### src/rtl/save_flash_pkg.sv
`timescale 1ns/1ps
package save_flash_pkg;

  typedef enum logic [2:0] {
    ST_IDLE,
    ST_UNL1,
    ST_CMD,
    ST_BANK,
    ST_PROG
  } fl_state_e;

  localparam logic [15:0] UNLOCK_A1 = 16'h5555;
  localparam logic [7:0]  UNLOCK_D1 = 8'hAA;
  localparam logic [15:0] UNLOCK_A2 = 16'h2AAA;
  localparam logic [7:0]  UNLOCK_D2 = 8'h55;

  localparam logic [7:0] CMD_ID_ON  = 8'h90;
  localparam logic [7:0] CMD_ID_OFF = 8'hF0;
  localparam logic [7:0] CMD_ARM    = 8'h80;
  localparam logic [7:0] CMD_CHIP   = 8'h10;
  localparam logic [7:0] CMD_SECT   = 8'h30;
  localparam logic [7:0] CMD_PROG   = 8'hA0;
  localparam logic [7:0] CMD_BANK   = 8'hB0;

  localparam logic [7:0] ID_EVEN = 8'hBF;
  localparam logic [7:0] ID_ODD  = 8'hD4;
  localparam logic [7:0] ERASED  = 8'hFF;

  function automatic logic [7:0] id_byte(input logic odd);
    return odd ? ID_ODD : ID_EVEN;
  endfunction

  function automatic logic [7:0] prog_merge(input logic [7:0] old_b, input logic [7:0] new_b);
    return old_b & new_b;
  endfunction

  function automatic logic [7:0] mod8(input logic [7:0] val, input logic [7:0] cnt);
    return (cnt == 8'd0) ? 8'd0 : (val % cnt);
  endfunction

endpackage

### src/rtl/flash_cmd_fsm.sv
`timescale 1ns/1ps
module flash_cmd_fsm
  import save_flash_pkg::*;
#(
  parameter int BANK_W = 1,
  parameter int ADDR_W = 16
) (
  input  logic              clk,
  input  logic              rst_n,
  input  logic              wr_go,
  input  logic [ADDR_W-1:0] wr_addr,
  input  logic [7:0]        wr_data,
  input  logic [BANK_W:0]   cnt_eff,
  output fl_state_e         state,
  output logic              id_mode,
  output logic              armed,
  output logic [BANK_W-1:0] bank,
  output logic              prog_go,
  output logic              chip_go,
  output logic              sect_go
);

  logic [7:0]        bank_rem;
  logic [BANK_W-1:0] bank_nxt;
  logic              is_cmd;

  assign is_cmd   = wr_go && (state == ST_CMD);
  assign prog_go  = wr_go && (state == ST_PROG);
  assign chip_go  = is_cmd && armed && (wr_data == CMD_CHIP);
  assign sect_go  = is_cmd && armed && (wr_data == CMD_SECT);
  assign bank_rem = mod8(wr_data, 8'(cnt_eff));
  assign bank_nxt = bank_rem[BANK_W-1:0];

  always_ff @(posedge clk) begin
    if (!rst_n) begin
      state   <= ST_IDLE;
      id_mode <= 1'b0;
      armed   <= 1'b0;
      bank    <= '0;
    end else if (wr_go) begin
      case (state)
        ST_IDLE: begin
          if (wr_addr == UNLOCK_A1 && wr_data == UNLOCK_D1) state <= ST_UNL1;
        end
        ST_UNL1: begin
          state <= (wr_addr == UNLOCK_A2 && wr_data == UNLOCK_D2) ? ST_CMD : ST_IDLE;
        end
        ST_CMD: begin
          armed <= 1'b0;
          state <= ST_IDLE;
          case (wr_data)
            CMD_ID_ON:  id_mode <= 1'b1;
            CMD_ID_OFF: id_mode <= 1'b0;
            CMD_ARM:    armed   <= 1'b1;
            CMD_PROG:   state   <= ST_PROG;
            CMD_BANK:   state   <= ST_BANK;
            default:    ;
          endcase
        end
        ST_BANK: begin
          bank  <= bank_nxt;
          state <= ST_IDLE;
        end
        default: state <= ST_IDLE;
      endcase
    end
  end

endmodule

### src/rtl/flash_erase_seq.sv
`timescale 1ns/1ps
module flash_erase_seq #(
  parameter int FULL_W = 17,
  parameter int SECT_W = 12
) (
  input  logic              clk,
  input  logic              rst_n,
  input  logic              chip_go,
  input  logic              sect_go,
  input  logic [FULL_W-1:0] sect_base,
  input  logic [FULL_W-1:0] chip_last,
  output logic              busy,
  output logic              er_we,
  output logic [FULL_W-1:0] er_addr
);

  localparam logic [FULL_W-1:0] SECT_SPAN = FULL_W'((1 << SECT_W) - 1);

  logic [FULL_W-1:0] ptr;
  logic [FULL_W-1:0] last;

  assign er_we   = busy;
  assign er_addr = ptr;

  always_ff @(posedge clk) begin
    if (!rst_n) begin
      busy <= 1'b0;
      ptr  <= '0;
      last <= '0;
    end else if (busy) begin
      if (ptr == last) busy <= 1'b0;
      else             ptr  <= ptr + 1'b1;
    end else if (chip_go) begin
      busy <= 1'b1;
      ptr  <= '0;
      last <= chip_last;
    end else if (sect_go) begin
      busy <= 1'b1;
      ptr  <= sect_base;
      last <= sect_base + SECT_SPAN;
    end
  end

endmodule

### src/rtl/save_flash_ctrl.sv
`timescale 1ns/1ps
module save_flash_ctrl
  import save_flash_pkg::*;
#(
  parameter int BANK_W = 1
) (
  input  logic                 clk,
  input  logic                 rst_n,
  input  logic                 wr_en,
  input  logic [15:0]          wr_addr,
  input  logic [7:0]           wr_data,
  input  logic [15:0]          rd_addr,
  output logic [7:0]           rd_data,
  input  logic [BANK_W:0]      bank_cnt,
  output logic                 busy,
  output logic [BANK_W+15:0]   arr_addr,
  output logic                 arr_we,
  output logic [7:0]           arr_wdata,
  input  logic [7:0]           arr_rdata
);

  localparam int ADDR_W = 16;
  localparam int SECT_W = 12;
  localparam int FULL_W = BANK_W + ADDR_W;

  fl_state_e         fsm_st;
  logic              wr_go;
  logic              id_mode;
  logic              erase_armed;
  logic [BANK_W-1:0] bank;
  logic              prog_go;
  logic              chip_go;
  logic              sect_go;
  logic [BANK_W:0]   cnt_eff;
  logic [FULL_W:0]   span;
  logic [FULL_W-1:0] chip_last;
  logic [FULL_W-1:0] sect_base;
  logic              er_we;
  logic [FULL_W-1:0] er_addr;

  assign wr_go     = wr_en && !busy;
  assign cnt_eff   = (bank_cnt == '0) ? (BANK_W+1)'(1) : bank_cnt;
  assign span      = {cnt_eff, {ADDR_W{1'b0}}};
  assign chip_last = FULL_W'(span - 1'b1);
  assign sect_base = {bank, wr_addr[ADDR_W-1:SECT_W], {SECT_W{1'b0}}};

  flash_cmd_fsm #(.BANK_W(BANK_W), .ADDR_W(ADDR_W)) u_fsm (
    .clk     (clk),
    .rst_n   (rst_n),
    .wr_go   (wr_go),
    .wr_addr (wr_addr),
    .wr_data (wr_data),
    .cnt_eff (cnt_eff),
    .state   (fsm_st),
    .id_mode (id_mode),
    .armed   (erase_armed),
    .bank    (bank),
    .prog_go (prog_go),
    .chip_go (chip_go),
    .sect_go (sect_go)
  );

  flash_erase_seq #(.FULL_W(FULL_W), .SECT_W(SECT_W)) u_erase (
    .clk       (clk),
    .rst_n     (rst_n),
    .chip_go   (chip_go),
    .sect_go   (sect_go),
    .sect_base (sect_base),
    .chip_last (chip_last),
    .busy      (busy),
    .er_we     (er_we),
    .er_addr   (er_addr)
  );

  always_comb begin
    if (er_we) begin
      arr_addr  = er_addr;
      arr_we    = 1'b1;
      arr_wdata = ERASED;
    end else if (prog_go) begin
      arr_addr  = {bank, wr_addr};
      arr_we    = 1'b1;
      arr_wdata = prog_merge(arr_rdata, wr_data);
    end else begin
      arr_addr  = {bank, rd_addr};
      arr_we    = 1'b0;
      arr_wdata = 8'h00;
    end
  end

  assign rd_data = id_mode ? id_byte(rd_addr[0]) : arr_rdata;

endmodule

### config.mk
export PLATFORM = sky130hd
export DESIGN_NAME = save_flash_ctrl
export DESIGN_NICKNAME = d
export VERILOG_FILES = /design/src/rtl/save_flash_pkg.sv /design/src/rtl/flash_cmd_fsm.sv /design/src/rtl/flash_erase_seq.sv /design/src/rtl/save_flash_ctrl.sv
export SDC_FILE = /design/constraint.sdc
export NUM_CORES = 1
export LEC_CHECK = 0
export ABC_AREA = 0
export BUFFER_PORTS_ARGS = -buffer_cell sky130_fd_sc_hd__buf_2
export CAP_MARGIN = 10
export CORE_MARGIN = 1.5
export CORE_UTILIZATION = 35
export DETAILED_ROUTE_END_ITERATION = 12
export PLACE_DENSITY = 0.58
export SYNTH_ARGS = -nofsm -noshare
export SYNTH_HDL_FRONTEND = slang
export SYNTH_SLANG_ARGS = --single-unit
### constraint.sdc
create_clock -name clk -period 22.1 [get_ports clk]
set_input_delay 1.105 -clock clk [delete_from_list [all_inputs] [get_ports clk]]
set_output_delay 1.105 -clock clk [all_outputs]
set_load 0.02 [all_outputs]
==> results.md <==
- Cell mode on critical path: ha_1
- Crit path max fanout: 7
- Hold slack: 0.475 ns
- CTS Sinks: 30
- Area leader, netlist: dfxtp_1
- Slew @ Worst Pin: 0.652 ns
- Hold path startpoint: u_erase.last[12]
- Status: finished clean
- Starting Density: 0.358
- Unrepaired setup endpoints after global routing: false
- Setup CP Type: in2reg
- Via/cell ratio: about 5.7
- Startpoint types: input pin
- Setup Skew: 0.0111 ns
- Vias post-DR: ~3500
- Core Util, Final: 0.433
- Syn_nets: 510
- Layout cells sized above 1: 0.233
- Crit end category: flop
- RR Startpoint: u_erase.er_addr[5]
- Cell count after synthesis: 440
- HPWL after detailed placement: 7.46 mm
- CTS Root Cell: clkbuf_8
- Tot GR Track Use: 0.201
- Final setup vio count: 0
- Routed wire length: 9.52 mm
- DR WL/cell: 15.3 µm
- Period utilization: 0.485
- Post-CTS Hold Buffers: 0
- DR pass1 iterations: 4
- Setup Buffers After CTS: 0
- Leak Pwr: 1.69 nW
- Number of diodes: 0
- Cell Rows: 34
- Max_slew headroom: 0.563
- Final setup margin: 11.37 ns
- Peak supply drop: 0.0236 mV
- Worst min-delay path class: reg2reg
- Pwr Density: 56.3 nW/µm²
- Post-synth EDFFs: 0
- Initial antenna violation count: 0
- CTS tree: built
- Commonest non-fill, non-tap cell in the layout: buf_2
- Slowest cell on crit path: mux2_2
- Fmax: just over 90 MHz
- Buffers on Ports: 87
- Htree depth: 2
- I/O Pins: 88
- Post-synth top flop: dfxtp_1
- Gr ovfl total: 0
- Starting DRT DRC Count: between 150 and 200
- Synth area leaders: dfxtp_1 19%, nand2_1 8.8%, ha_1 6.8%
- Die area: 9450 µm²
- Critical Path Source: bank_cnt[0]
- Core box area: 8680 µm²
- Max incr delay on CP: 0.40 ns
- Final GP Congestion: 0.925
- Max-cap viol count: 0
- Nets: 583
- Synth cell types: 63
- Final non-filler cell total: 622
- Antenna Violating Nets Remaining: 0
- Total CTS buffers: 5
- Cell area after synthesis: 3110 µm²
- Commonest cells after routing, fill and taps aside: 87 x buf_2, 73 x nand2_1, 33 x nor2_1
- TNS Setup: 0 ns
- Pin count of the biggest net entering global routing: 30
- Arrival time worst endpoint: 10.89 ns
- Syn avg cell area: 7.06 µm²
- Crit path required time: 22.26 ns
- Post-Place Cells: about 610
- Pre-CTS setup slack: approximately 11 ns
- Fin. max-slew vios: 0
- Vias in the first global route: 3250
- Post-synthesis register bit count: 30
- # DRC: 0
- Die Height: 97.2 µm
- Clock latency on the worst-skew pair: 0.29 ns
- Post-synth top area share: 0.193
- Yosys warning count: 0
- Sequential share of the synthesized area: 0.193
- Fraction of registers with async set or reset after synthesis: 0
- Die Wd: 97.2 µm
- Final min period: 10.73 ns
- Clock Path Buffers: 2
- # resized after CTS: 0
- Clk pin slew, worst setup/hold paths: 0.07 ns
- Global-route wire length before repair: between 15 and 20 mm
- Hold Violations, Final: 0
- Area delta synth->final: 20.9%
==> sequential cells by signal (all words and copies together) (netlist names) <==
register,cells
u_fsm.id_mode,1
u_fsm.armed,1
u_erase.er_addr,17
u_fsm.state,3
u_erase.busy,1
u_erase.last,6
u_fsm.bank,1
==> per-stage QoR <==
step	area [µm²]	total power [mW]
after CTS	3760	0.211
after global placement	3610	0.140
after detailed placement	3610	0.141
after global routing	3760	0.224
after floorplan	3110	0.119
final	3760	0.211
==> cell usage after synthesis (2+ instances only) <==
cell       number
or2_2           5
nand2b_1        4
o211ai_1        6
xnor2_1         7
nor3b_1         3
a41oi_1         2
buf_1           2
nor2_1         33
o21a_1          7
o21ai_0        29
a21oi_1        11
nand4_1        16
a22oi_1        15
nor2b_1         6
ha_1           17
mux2_2          3
nand2_1        73
a31oi_1         4
or3_1           3
nor4_1          9
nor3_1         16
nand3_1        22
mux2i_1         6
and2_1          5
and3_1          6
nor4bb_1        3
a21boi_0        7
and4_1          2
clkbuf_1       21
o211a_1         4
and3_4          2
dfxtp_1        30
o2111ai_1       3
xor2_1         11
inv_1          19
==> path summary, 6_finish.rpt <==
check | endpoint | slack, ns | cells after the start
setup reg to reg | u_erase.er_addr[4] | 19.07 | 10
hold reg to reg | u_erase.last[12] | 0.48 | 2
hold / removal | u_erase.last[12] | 0.48 | 2
setup / recovery | u_fsm.bank | 11.37 | 46
==> area by class of cell <==
type                       instances  area (µm²)
inverter                          19        71.3
timing repair buffer              89         450
multi-input combinational        368        2360
clock buffer                       6        82.6
sequential                        30         601
fill                             931        4920
tap                              108         135
clock inverter                     2        60.1
==> worst max-delay path, delay by kind of cell <==
family / cells / cell delay, ns
buffers and inverters: 3 / 0.38
AOI/OAI and AO/OA: 18 / 3.53
adders and majority gates: 8 / 2.22
and+or+nand+nor: 14 / 2.77
muxes: 3 / 0.88
==> power breakdown <==
part / internal, mW / leakage, nW / switching, mW
clock: 0.0481 / 0.0714 / 0.0221
sequential: 0.0540 / 0.241 / 0.000000000222
combinational: 0.0354 / 1.37 / 0.0517
total: 0.138 / 1.69 / 0.0738
==> routing by layer <==
metal	vias to the layer above	routed length, µm	global-route usage
li1	1759	-	-
met1	1657	4480	0.277
met2	129	4370	0.339
met3	4	606	0.0281
met4	0	59	0.0319
met5	-	0	0
==> cells by family after synthesis <==
family | Yosys count | share of synthesized area
and+or+nand+nor | 218 | 0.362
xor gates and xnor gates | 18 | 0.0507
adders and majority gates | 17 | 0.0684
buffers and inverters | 42 | 0.0507
DFF | 30 | 0.193
AOI/OAI and AO/OA | 105 | 0.240
muxes | 10 | 0.0350
Power figures use the tool's default switching activity.
